[config.mk]
export PLATFORM = sky130hd
export DESIGN_NAME = sdram_rd_seq
export DESIGN_NICKNAME = d
export VERILOG_FILES = /design/src/rtl/sdram_rd_pkg.sv /design/src/rtl/sdram_rd_colgen.sv /design/src/rtl/sdram_rd_latpipe.sv /design/src/rtl/sdram_rd_array.sv /design/src/rtl/sdram_rd_seq.sv
export SDC_FILE = /design/constraint.sdc
export NUM_CORES = 1
export LEC_CHECK = 0
export BUFFER_PORTS_ARGS = -buffer_cell sky130_fd_sc_hd__buf_2
export CAP_MARGIN = 15
export CORE_ASPECT_RATIO = 0.8
export CORE_MARGIN = 2
export CORE_UTILIZATION = 55
export CTS_CLUSTER_DIAMETER = 30
export DETAILED_ROUTE_END_ITERATION = 10
export MAX_ROUTING_LAYER = met4
export PLACE_DENSITY = 0.79
export SETUP_SLACK_MARGIN = 0.05
export SLEW_MARGIN = 15
export SYNTH_ARGS = -nofsm -noshare
export SYNTH_HDL_FRONTEND = slang
export SYNTH_MEMORY_MAX_BITS = 65536
export SYNTH_SLANG_ARGS = --single-unit
[constraint.sdc]
create_clock -name clk -period 2.25 [get_ports clk]
set_input_delay 0.45 -clock clk [delete_from_list [all_inputs] [get_ports clk]]
set_output_delay 0.45 -clock clk [all_outputs]
set_load 0.01 [all_outputs]
[src/rtl/sdram_rd_pkg.sv]
package sdram_rd_pkg;

    // Column sequencer states
    typedef enum logic [1:0] {
        ST_IDLE  = 2'd0,
        ST_FIXED = 2'd1,
        ST_PAGE  = 2'd2
    } seq_state_t;

    // Burst length code bit that selects open-ended page mode
    localparam int BL_PAGE_BIT = 2;

endpackage

[src/rtl/sdram_rd_colgen.sv]
module sdram_rd_colgen
    import sdram_rd_pkg::*;
#(
    parameter int COL_W = 8
) (
    input  logic             clk,
    input  logic             rst,
    input  logic             rd_cmd,
    input  logic [COL_W-1:0] rd_col,
    input  logic             burst_stop,
    input  logic [2:0]       cfg_bl,
    output logic             gen_vld,
    output logic [COL_W-1:0] gen_col
);

    seq_state_t       state_q, state_d;
    logic [COL_W-1:0] col_q, col_d;
    logic [COL_W-1:0] left_q, left_d;
    logic [COL_W-1:0] blk_mask;
    logic [COL_W-1:0] col_inc;
    logic [COL_W-1:0] col_wrap;
    logic             page_mode;

    assign page_mode = cfg_bl[BL_PAGE_BIT];
    // words remaining after the first one, also the in-block wrap mask
    assign blk_mask  = COL_W'((1 << cfg_bl[1:0]) - 1);
    assign col_inc   = col_q + 1'b1;
    assign col_wrap  = (col_q & ~blk_mask) | (col_inc & blk_mask);

    // next-state and next-output decisions
    always_comb begin
        state_d = state_q;
        col_d   = col_q;
        left_d  = left_q;
        if (rd_cmd) begin
            // LAUNCH / RESTART
            state_d = page_mode ? ST_PAGE : ST_FIXED;
            col_d   = rd_col;
            left_d  = blk_mask;
        end else begin
            unique case (state_q)
                ST_IDLE: begin
                    state_d = ST_IDLE;
                end
                ST_FIXED: begin
                    if (burst_stop || (left_q == '0)) begin
                        state_d = ST_IDLE;          // STOP or FINISH
                    end else begin
                        col_d  = col_wrap;          // STEP
                        left_d = left_q - 1'b1;
                    end
                end
                ST_PAGE: begin
                    if (burst_stop) begin
                        state_d = ST_IDLE;          // STOP
                    end else begin
                        col_d = col_inc;            // STEP, wraps 255 -> 0
                    end
                end
                default: state_d = ST_IDLE;
            endcase
        end
    end

    // state register
    always_ff @(posedge clk) begin
        if (rst) begin
            state_q <= ST_IDLE;
        end else begin
            state_q <= state_d;
        end
    end

    // output registers
    always_ff @(posedge clk) begin
        if (rst) begin
            col_q  <= '0;
            left_q <= '0;
        end else begin
            col_q  <= col_d;
            left_q <= left_d;
        end
    end

    assign gen_vld = (state_q != ST_IDLE);
    assign gen_col = col_q;

endmodule

[src/rtl/sdram_rd_latpipe.sv]
module sdram_rd_latpipe #(
    parameter  int COL_W  = 8,
    parameter  int MAX_CL = 3,
    localparam int CL_W   = $clog2(MAX_CL + 1)
) (
    input  logic             clk,
    input  logic             rst,
    input  logic             in_vld,
    input  logic [COL_W-1:0] in_col,
    input  logic [CL_W-1:0]  cfg_cl,
    output logic             tap_vld,
    output logic [COL_W-1:0] tap_col
);

    logic [CL_W-1:0] tap_sel;

    // latency L taps the stage L-1 behind the sequencer; the array adds one more
    always_comb begin
        if (cfg_cl == '0) begin
            tap_sel = '0;
        end else if (int'(cfg_cl) > MAX_CL) begin
            tap_sel = CL_W'(MAX_CL - 1);
        end else begin
            tap_sel = cfg_cl - 1'b1;
        end
    end

    generate
        if (MAX_CL > 1) begin : g_pipe
            logic             dly_vld [1:MAX_CL-1];
            logic [COL_W-1:0] dly_col [1:MAX_CL-1];

            always_ff @(posedge clk) begin
                if (rst) begin
                    for (int k = 1; k < MAX_CL; k++) begin
                        dly_vld[k] <= 1'b0;
                        dly_col[k] <= '0;
                    end
                end else begin
                    dly_vld[1] <= in_vld;
                    dly_col[1] <= in_col;
                    for (int k = 2; k < MAX_CL; k++) begin
                        dly_vld[k] <= dly_vld[k-1];
                        dly_col[k] <= dly_col[k-1];
                    end
                end
            end

            always_comb begin
                tap_vld = in_vld;
                tap_col = in_col;
                for (int k = 1; k < MAX_CL; k++) begin
                    if (int'(tap_sel) == k) begin
                        tap_vld = dly_vld[k];
                        tap_col = dly_col[k];
                    end
                end
            end
        end else begin : g_direct
            logic unused_sel;
            assign unused_sel = ^{tap_sel, clk, rst};
            assign tap_vld    = in_vld;
            assign tap_col    = in_col;
        end
    endgenerate

endmodule

[src/rtl/sdram_rd_array.sv]
module sdram_rd_array #(
    parameter  int COL_W  = 8,
    parameter  int DATA_W = 16,
    localparam int DEPTH  = 1 << COL_W
) (
    input  logic              clk,
    input  logic              rst,
    input  logic              rd_en,
    input  logic [COL_W-1:0]  rd_addr,
    output logic              rd_valid,
    output logic [DATA_W-1:0] rd_data
);

    logic [DATA_W-1:0] cells [DEPTH];

    function automatic logic [DATA_W-1:0] fill_word(input int idx);
        logic [COL_W-1:0] c;
        c = COL_W'(idx);
        return DATA_W'({~c, c});
    endfunction

    // contents are set by reset; the read path never changes them
    always_ff @(posedge clk) begin
        if (rst) begin
            for (int i = 0; i < DEPTH; i++) begin
                cells[i] <= fill_word(i);
            end
        end
    end

    // synchronous read port
    always_ff @(posedge clk) begin
        if (rst) begin
            rd_valid <= 1'b0;
            rd_data  <= '0;
        end else begin
            rd_valid <= rd_en;
            rd_data  <= rd_en ? cells[rd_addr] : '0;
        end
    end

endmodule

[src/rtl/sdram_rd_seq.sv]
module sdram_rd_seq #(
    parameter  int COL_W  = 8,
    parameter  int DATA_W = 16,
    parameter  int MAX_CL = 3,
    localparam int CL_W   = $clog2(MAX_CL + 1)
) (
    input  logic              clk,
    input  logic              rst,
    input  logic              rd_cmd,
    input  logic [COL_W-1:0]  rd_col,
    input  logic              burst_stop,
    input  logic [CL_W-1:0]   cfg_cl,
    input  logic [2:0]        cfg_bl,
    output logic [DATA_W-1:0] dq_out,
    output logic              dq_oe
);

    logic             gen_vld;
    logic [COL_W-1:0] gen_col;
    logic             tap_vld;
    logic [COL_W-1:0] tap_col;

    sdram_rd_colgen #(
        .COL_W (COL_W)
    ) u_colgen (
        .clk        (clk),
        .rst        (rst),
        .rd_cmd     (rd_cmd),
        .rd_col     (rd_col),
        .burst_stop (burst_stop),
        .cfg_bl     (cfg_bl),
        .gen_vld    (gen_vld),
        .gen_col    (gen_col)
    );

    sdram_rd_latpipe #(
        .COL_W  (COL_W),
        .MAX_CL (MAX_CL)
    ) u_latpipe (
        .clk     (clk),
        .rst     (rst),
        .in_vld  (gen_vld),
        .in_col  (gen_col),
        .cfg_cl  (cfg_cl),
        .tap_vld (tap_vld),
        .tap_col (tap_col)
    );

    sdram_rd_array #(
        .COL_W  (COL_W),
        .DATA_W (DATA_W)
    ) u_array (
        .clk      (clk),
        .rst      (rst),
        .rd_en    (tap_vld),
        .rd_addr  (tap_col),
        .rd_valid (dq_oe),
        .rd_data  (dq_out)
    );

endmodule

==> qor.txt, run 1 <==
Routed WL: 4.44 mm
Req. time, crit path: 2.45 ns
Worst-path fanout max: 9
Pins over their slew limit: 0
Setup TNS: 0 ns
Setup WS post-layout: 0.171 ns
CTS Hold Bufs: 0
Post-synth EDFFs: 0
Reg-to-reg setup timing slack: 0.17 ns
Area fraction of the dominant cell type after synthesis: 45.9%
Final #Nets: 303
Htree depth: 2
Cell depth of the worst setup path: 6
Sinks on Clock Net: 53
CP top delay family: simple AND/OR/NAND/NOR gates
Remaining Overflow, GRT: 0
CP Launch Type: flip-flop
P_sw: 480 uW
Setup crit end kind: flip-flop
Largest net degree at the start of global routing: 32
Netlist Area Pre-Place: 2310 sq um
Fin crit share: 92.4%
Main flop type after synthesis: dfxtp_1
Clock Tree Buf Depth: 2
Critical path, cell by cell: inv_1, ha_1, or3b_2, o21ai_4, a22oi_1, mux2_1
Global-route wire length before repair: 7.27 mm
Placeable Area: 4100 sq um
DIE AREA: 4740 sq um
Seq pwr share: 53.4%
Area Overhead vs Synth: 14.0%
Worst slew pin tran: 1.07 ns
Worst path slowest cell: or3b_2
Die Width: 76.5 um
FFs w/ async S/R, synth: 0%
GPL Wtd Cong: 0.968
Slowest stage delay, CP: 0.57 ns
Final hold violation count: 0
FF+latch count, synth: 53
Setup Skew: 0.00522 ns
Crit path time final: 2.08 ns
Leak: 1.13 nW
Initial Util: 56.4%
Max cap viols: 0
IO Port Bufs: 33
Syn nets: 272
Starting DRT DRC Count: 177
Routed Antenna Nets: 0
Leading area contributor after synthesis: dfxtp_1
Vias in the first global route: 1524
IO Count: 34
Place WS: 0.222 ns
Clock Pin Slew Worst Setup and Hold Paths: 0.09 ns
Worst EP arrival: 2.28 ns
Vias: 1810
Root buffer cell: clkbuf_8
Int Pwr: 1.43 mW
Routed vias/inst: 5.34
DP HPWL: 3.23 mm
FMAX: 0.481 GHz
Clock buffer count from CTS: 5
Number of antenna violations at the first check in global routing: 0
WL per Instance: 13.1 um
# rows: 21
Fraction of layout cells with a size suffix above 1: 18.8%
ANT cells: 0
Synth warn: 0
Top cells by area, synth: dfxtp_1 (46%), nor2b_1 (6.2%), nor2_1 (4.9%), mux2i_1 (4.3%), a21oi_1 (3.7%)
Synthesized instance count: 250
Die Y: 62.0 um
GRT Overall Usage: 20.9%
CTS-repair resized insts: 0
DR pass1 iterations: 4
Worst VDD drop: 0.000361 V
Logic gate share of total power: 13.2%
R2R cell count: 6
Worst Setup Path Type: flip-flop to flip-flop
PD cells: 723 nW/um^2
DRC viols: 0
Crit path launch: u_colgen.left_q[0]
CTS tree: yes
Rel. slew slack: 28.7%
Worst-skew pair later-pin latency: 0.31 ns
Setup bufs post-CTS: 0
Seq/Total Area, Yosys: 45.9%
Clk pwr share: 33.4%
Number of library cell types mapped by synthesis: 49
Reg-to-reg startpoint: u_colgen.left_q[0]
RSZ-0062 raised after global routing: no
Endpoints failing setup: 0
Avg Inst Size Synth: 9.25 sq um
Sw frac: 25.2%
Buf/Inv on CP: 1
Status: finished, final reports clean
Hold WC Path Type: primary input to flip-flop
## cell usage after synthesis (4+ instances only)
cell / count
a21oi_1: 17
nor2_1: 30
ha_1: 5
a22oi_1: 7
o211ai_1: 4
clkbuf_1: 7
mux2i_1: 10
xor2_1: 5
a211oi_1: 4
nor2b_1: 23
nor3_1: 5
nand2_1: 15
dfxtp_1: 53
inv_1: 10
## power groups by stage
stage                     sequential, mW  clock, mW  combinational [mW]
final                               1.02      0.637               0.251
after global routing                1.03      0.693               0.283
after CTS                           1.02      0.653               0.250
after detailed placement            1.04          0               0.249
after global placement              1.04          0               0.243
after floorplan                     1.04          0               0.180
## worst register-to-register path, stage by stage, from the launching register on
cell and delay [ns]:
dfxtp_1 0.32, inv_1 0.12, ha_1 0.18, or3b_2 0.57, o21ai_4 0.30, a22oi_1 0.15, mux2_1 0.33
## per-stage QoR
stage / util, % / hold slack [ns] / instances / area, sq um / power [mW]
finish: 64.3 / 0.404 / 339 / 2640 / 1.91
global route: 64.3 / 0.414 / 339 / 2640 / 2.00
CTS: 64.3 / 0.402 / 339 / 2640 / 1.92
detailed placement: 61.6 / 0.454 / 331 / 2520 / 1.29
global placement: 61.6 / 0.442 / 331 / 2520 / 1.28
floorplan: - / 0.437 / 250 / 2310 / 1.22
## worst min-delay path by stage
stage | start | cells past startpoint | endpoint
after floorplan | u_latpipe.g_pipe.dly_col[1][0] | 1 | u_latpipe.g_pipe.dly_col[2][0]
after global placement | u_latpipe.g_pipe.dly_col[1][7] | 1 | u_latpipe.g_pipe.dly_col[2][7]
after detailed placement | u_latpipe.g_pipe.dly_vld[1] | 1 | u_latpipe.g_pipe.dly_vld[2]
after CTS | cfg_bl[2] | 3 | u_colgen.state_q[1]
after global routing | cfg_bl[2] | 3 | u_colgen.state_q[1]
final | rd_col[5] | 3 | flip-flop
## cell families (layout without fill, tap and decap cells)
family | Yosys count | after routing | synth area share, %
AOI/OAI and AO/OA | 53 | 53 | 16.8
adders and majority gates | 5 | 5 | 2.70
buffers and inverters | 23 | 55 | 4.16
DFF | 53 | 53 | 45.9
xor gates and xnor gates | 8 | 8 | 3.03
muxes | 14 | 14 | 6.27
and+or+nand+nor | 94 | 94 | 21.1
## layer usage
metal,global-route usage [%],routed length (um)
met3,5.78,256
met2,30.7,1940
met5,-,0
met1,27.6,2210
met4,8.31,40
## final cells by class
type | count | area, sq um
Sequential cell | 53 | 1060
Timing Repair Buffer | 36 | 188
Tap cell | 57 | 71.3
Clock inverter | 2 | 38.8
Clock buffer | 6 | 72.6
Inverter | 11 | 41.3
Fill cell | 342 | 1460
Multi-Input combinational cell | 174 | 1160
## cell usage in the layout, fill, tap and decap left out, types with 4 or more instances in the layout
| cell | count |
|---|---|
| inv_1 | 10 |
| clkbuf_8 | 5 |
| nor2_1 | 30 |
| a22oi_1 | 7 |
| nor3_1 | 5 |
| xor2_1 | 5 |
| a21oi_1 | 17 |
| buf_2 | 33 |
| o211ai_1 | 4 |
| ha_1 | 5 |
| mux2i_1 | 10 |
| nand2_1 | 15 |
| a211oi_1 | 4 |
| dfxtp_1 | 53 |
| nor2b_1 | 23 |
(Power assumes the default switching activity.)
==> inputs of run 2 (changes only) <==
--- a/config.mk
+++ b/config.mk
@@ -5,6 +5,7 @@
 export SDC_FILE = /design/constraint.sdc
 export NUM_CORES = 1
 export LEC_CHECK = 0
+export ABC_CLOCK_PERIOD_IN_PS = 2250
 export BUFFER_PORTS_ARGS = -buffer_cell sky130_fd_sc_hd__buf_2
 export CAP_MARGIN = 15
 export CORE_ASPECT_RATIO = 0.8
@@ -12,7 +13,6 @@
 export CORE_UTILIZATION = 55
 export CTS_CLUSTER_DIAMETER = 30
 export DETAILED_ROUTE_END_ITERATION = 10
-export MAX_ROUTING_LAYER = met4
 export PLACE_DENSITY = 0.79
 export SETUP_SLACK_MARGIN = 0.05
 export SLEW_MARGIN = 15
==> qor.txt, run 2 (synthesis results as in run 1) <==
Req. time, crit path: 2.44 ns (about the same)
GRT Overall Usage: 19.9% (-1.0 points)
Sw frac: 26.3% (+1.2 points)
Worst slew pin tran: 1.05 ns (-0.0148 ns)
Metal1 wirelength: 2.26 mm (+2.4%)
Placeable Area: 4100 sq um (unchanged)
DRC viols: 0 (unchanged)
Setup Skew: 0.00590 ns (+0.000682 ns)
WL per Instance: 12.9 um (-1.3%)
Reg-to-reg startpoint: u_colgen.left_q[0]
Final hold violation count: 0 (unchanged)
DIE AREA: 4740 sq um (unchanged)
CTS-repair resized insts: 0 (unchanged)
Crit path time final: 2.07 ns (-0.00895 ns)
Starting DRT DRC Count: 170 (-4.0%)
Fin crit share: 92.0% (-0.40 points)
Logic gate share of total power: 14.2% (+1.0 points)
CTS tree: yes
Die Y: 62.0 um (unchanged)
GPL Wtd Cong: 0.933 (-3.6%)
Pins over their slew limit: 0 (unchanged)
Setup bufs post-CTS: 0 (unchanged)
IO Count: 34 (unchanged)
Reg-to-reg setup timing slack: 0.18 ns (about the same)
Top layer in use: met4
Final #Nets: 305 (+0.66%)
P_sw: 469 uW (-2.2%)
Endpoints failing setup: 0 (unchanged)
Vias in the first global route: 1564 (+2.6%)
Worst-skew pair later-pin latency: 0.30 ns (about the same)
Vias: 1825 (+0.83%)
Global-route wire length before repair: 7.42 mm (+2.1%)
Hold path start: rd_col[5]
Crit path launch: u_colgen.left_q[0]
Worst EP arrival: 2.26 ns (-0.02 ns)
Setup TNS: 0 ns (unchanged)
PD cells: 678 nW/um^2 (-6.2%)
Clk pwr share: 28.7% (-4.7 points)
Status: finished, final reports clean
Root buffer cell: clkbuf_8
CP Launch Type: flip-flop
Max cap viols: 0 (unchanged)
DP HPWL: 3.27 mm (+1.3%)
Clock Tree Buf Depth: 2 (unchanged)
FMAX: 0.483 GHz (+0.43%)
Die Width: 76.5 um (unchanged)
Number of antenna violations at the first check in global routing: 0 (unchanged)
Sinks on Clock Net: 53 (unchanged)
Worst-path fanout max: 8 (-1)
Routed Antenna Nets: 0 (unchanged)
Clock Pin Slew Worst Setup and Hold Paths: 0.09 ns (about the same)
Routed vias/inst: 5.35 (+0.24%)
Most common cell after layout, fill and taps aside: dfxtp_1
RSZ-0062 raised after global routing: no
Met3 WL post-DR: 211 um (-18%)
Htree depth: 2 (unchanged)
Filler instances: 337 (-1.5%)
Worst VDD drop: 0.000459 V (+27%)
Most frequent cells in the layout: dfxtp_1 (53), buf_2 (33), nor2_1 (30)
Remaining Overflow, GRT: 0 (unchanged)
Leak: 1.12 nW (-0.84%)
WL met2: 1.91 mm (-1.4%)
Place WS: 0.200 ns (-0.0217 ns)
Critical path, cell by cell: inv_1, ha_1, or3b_2, o21ai_4, a22oi_1, mux2_1
DR pass1 iterations: 4 (unchanged)
Int Pwr: 1.31 mW (-7.9%)
Setup WS post-layout: 0.180 ns (+0.00895 ns)
Post-layout util: 64.1% (-0.21 points)
Hold WC Path Type: primary input to flip-flop
ANT cells: 0 (unchanged)
Largest net degree at the start of global routing: 32 (unchanged)
Clock buffer count from CTS: 5 (unchanged)
Worst path slowest cell: or3b_2
Routed WL: 4.41 mm (-0.74%)
Seq pwr share: 57.1% (+3.7 points)
Area Overhead vs Synth: 13.6%
IO Port Bufs: 33 (unchanged)
Initial Util: 56.4% (unchanged)
Fraction of layout cells with a size suffix above 1: 19.4% (+0.57 points)
Slowest stage delay, CP: 0.57 ns (about the same)
# rows: 21 (unchanged)
WHS: 0.414 ns (+0.0105 ns)
Worst Setup Path Type: flip-flop to flip-flop
Rel. slew slack: 29.7% (+0.99 points)
CTS Hold Bufs: 0 (unchanged)
Setup crit end kind: flip-flop
## run 2: cell count changes in the layout (fill, tap and decap cells not counted), sizes merged
cell,before,now
buf,36,38
clkinv,2,1
bufinv,1,0
clkinvlp,0,2
## run 2: worst max-delay path: cells and delay by family, from the launching register on
kind / cells / cell delay [ns]
muxes: 1 / 0.33
AOI/OAI and AO/OA: 2 / 0.44
and+or+nand+nor: 1 / 0.57
buffers and inverters: 1 / 0.12
adders and majority gates: 1 / 0.18
DFF: 1 / 0.32
## run 2: power groups by stage
stage	Combinational (mW)	Sequential, mW	Clock, mW
after floorplan	0.180	1.04	0
after global placement	0.243	1.04	0
after detailed placement	0.250	1.04	0
after CTS	0.250	1.02	0.523
after global routing	0.285	1.03	0.562
final	0.253	1.02	0.511
## run 2: worst paths after layout
kind                                         end  cells past startpoint
setup / recovery                       flip-flop                      6
hold / removal                         flip-flop                      3
setup reg to reg                       flip-flop                      6
hold reg to reg   u_latpipe.g_pipe.dly_col[2][7]                      1
## run 2: per-layer routing
layer  global-route usage, %  vias up
met4                    3.90        0
met5                       0        -
met3                    4.34        4
li1                        -      940
met2                    31.6       45
met1                    28.5      836
## run 2: cell type report
type | instances | area [sq um] | area share [%]
Tap cell | 57 | 71.3 | 2.71
Clock buffer | 6 | 72.6 | 2.76
Clock inverter | 2 | 15.0 | 0.571
Inverter | 11 | 41.3 | 1.57
Timing Repair Buffer | 38 | 203 | 7.71
Sequential cell | 53 | 1060 | 40.4
Multi-Input combinational cell | 174 | 1160 | 44.3
## run 2: through the flow
| step | power, mW | instance area, sq um | cells |
|---|---|---|---|
| after floorplan | 1.22 | 2310 | 250 |
| after global placement | 1.28 | 2520 | 331 |
| after detailed placement | 1.29 | 2520 | 331 |
| after CTS | 1.79 | 2610 | 339 |
| after global routing | 1.87 | 2630 | 341 |
| final | 1.78 | 2630 | 341 |
==> inputs of run 3 (changes only) <==
--- a/config.mk
+++ b/config.mk
@@ -13,7 +13,7 @@
 export CORE_UTILIZATION = 55
 export CTS_CLUSTER_DIAMETER = 30
 export DETAILED_ROUTE_END_ITERATION = 10
-export PLACE_DENSITY = 0.79
+export PLACE_DENSITY = 0.77
 export SETUP_SLACK_MARGIN = 0.05
 export SLEW_MARGIN = 15
 export SYNTH_ARGS = -nofsm -noshare
==> qor.txt, run 3 (synthesis results as in run 1) <==
Register Area: 1060 sq um (unchanged)
RSZ-0062 raised after global routing: no
Final hold violation count: 0 (unchanged)
Crit path time final: 2.05 ns (-0.0211 ns)
Vias: 1875 (+2.7%)
Routed vias/inst: 5.53 (+3.3%)
Multi-input logic area: 1160 sq um (unchanged)
IO Port Bufs: 33 (unchanged)
Vias in the first global route: 1671 (+6.8%)
CTS tree: yes
DRC viols: 0 (unchanged)
Filler instances: 376 (+12%)
Status: finished, final reports clean
Worst EP arrival: 2.24 ns (-0.02 ns)
R2R cell count: 6 (unchanged)
Clock Tree Buf Depth: 2 (unchanged)
Placeable Area: 4100 sq um (unchanged)
Largest net degree at the start of global routing: 32 (unchanged)
WL per Instance: 13.4 um (+3.9%)
# rows: 21 (unchanged)
Max cap viols: 0 (unchanged)
Endpoints failing setup: 0 (unchanged)
DR pass1 iterations: 4 (unchanged)
Htree depth: 2 (unchanged)
Reg-to-reg setup timing slack: 0.20 ns (+0.02 ns)
Worst path slowest cell: or3b_2
Worst Setup Path Type: flip-flop to flip-flop
GRT Overall Usage: 20.5% (+0.63 points)
FMAX: 0.488 GHz (+1.0%)
WHS: 0.417 ns (+0.00261 ns)
Worst-skew pair later-pin latency: 0.30 ns (about the same)
Slowest stage delay, CP: 0.56 ns (about the same)
Routed WL: 4.55 mm (+3.2%)
Routed Antenna Nets: 0 (unchanged)
Die Y: 62.0 um (unchanged)
Number of antenna violations at the first check in global routing: 0 (unchanged)
Global-route wire length before repair: 7.60 mm (+2.5%)
Worst slew pin tran: 1.04 ns (-0.0117 ns)
Root buffer cell: clkbuf_8
Initial Util: 56.4% (unchanged)
Setup Skew: 0.00450 ns (-0.00140 ns)
Worst-path fanout max: 9 (+1)
Setup crit end kind: flip-flop
Setup TNS: 0 ns (unchanged)
Critical path, cell by cell: inv_1, ha_1, or3b_2, o21ai_4, a22oi_1, mux2_1
CP Launch Type: flip-flop
Fraction of layout cells with a size suffix above 1: 18.8% (-0.57 points)
Area Overhead vs Synth: 14.0%
ANT cells: 0 (unchanged)
Rel. slew slack: 30.5% (+0.78 points)
Worst VDD drop: 0.000523 V (+14%)
CTS-repair resized insts: 0 (unchanged)
Leak: 1.13 nW (+0.85%)
Die Width: 76.5 um (unchanged)
Clock buffer count from CTS: 5 (unchanged)
CTS Hold Bufs: 0 (unchanged)
Most common cell after layout, fill and taps aside: dfxtp_1
Req. time, crit path: 2.44 ns (about the same)
Starting DRT DRC Count: 95 (-44%)
Met3 WL post-DR: 210 um (-0.47%)
WL met2: 2.06 mm (+7.8%)
Reg-to-reg startpoint: u_colgen.left_q[0]
Fin crit share: 91.1% (-0.94 points)
Sinks on Clock Net: 53 (unchanged)
Clock Pin Slew Worst Setup and Hold Paths: 0.09 ns (about the same)
PD cells: 721 nW/um^2 (+6.3%)
DP HPWL: 3.32 mm (+1.6%)
Top layer in use: met4
Metal1 wirelength: 2.23 mm (-1.4%)
Setup bufs post-CTS: 0 (unchanged)
Hold WC Path Type: primary input to flip-flop
Pins over their slew limit: 0 (unchanged)
Crit path launch: u_colgen.left_q[0]
Most frequent cells in the layout: dfxtp_1 (53), buf_2 (33), nor2_1 (30)
Final #Nets: 303 (-0.66%)
Remaining Overflow, GRT: 0 (unchanged)
IO Count: 34 (unchanged)
DIE AREA: 4740 sq um (unchanged)
GPL Wtd Cong: 0.893 (-4.3%)
## run 3: changes by cell type in the layout (fill, tap and decap cells not counted)
cell / delta
buf_4: -2
clkinvlp_4: -2
bufinv_16: +1
clkinv_4: +1
## run 3: worst min path at each step
stage / startpoint / end / cells after the start
finish: rd_col[5] / flip-flop / 3
global route: cfg_bl[2] / u_colgen.state_q[1] / 3
CTS: rd_col[5] / flip-flop / 3
detailed placement: u_latpipe.g_pipe.dly_col[1][2] / u_latpipe.g_pipe.dly_col[2][2] / 1
global placement: u_latpipe.g_pipe.dly_col[1][6] / u_latpipe.g_pipe.dly_col[2][6] / 1
floorplan: u_latpipe.g_pipe.dly_col[1][0] / u_latpipe.g_pipe.dly_col[2][0] / 1
## run 3: area by class of cell
type	instances	share of cell area, %
Timing Repair Buffer	36	7.12
Sequential cell	53	40.2
Clock inverter	2	1.47
Inverter	11	1.57
Tap cell	57	2.71
Multi-Input combinational cell	174	44.1
Clock buffer	6	2.75
## run 3: critical path, delay by kind of cell, from the launching register on
kind | cells | cell delay (ns)
AOI/OAI and AO/OA | 2 | 0.45
DFF | 1 | 0.32
muxes | 1 | 0.32
buffers and inverters | 1 | 0.11
adders and majority gates | 1 | 0.17
and+or+nand+nor | 1 | 0.56
## run 3: metal layers
metal  global-route usage [%]  vias to the layer above
met4                     5.71                        0
met5                        0                        -
li1                         -                      929
met1                     28.2                      892
met3                     4.48                        8
met2                     33.5                       46
## run 3: where the power goes
part           switching [mW]  internal (mW)
Combinational           0.146          0.105
Sequential             0.0316          0.986
Clock                   0.299          0.334
Total                   0.476           1.43
## run 3: stage by stage
stage	area, sq um	power (mW)	cells	worst slack, ns	util [%]
3_3_place_gp	2520	1.28	331	0.293	61.6
5_1_grt	2640	1.98	339	0.0841	64.3
3_5_place_dp	2520	1.29	331	0.223	61.6
4_1_cts	2640	1.91	339	0.206	64.3
2_1_floorplan	2310	1.22	250	0.347	-
6_report	2640	1.90	339	0.201	64.3
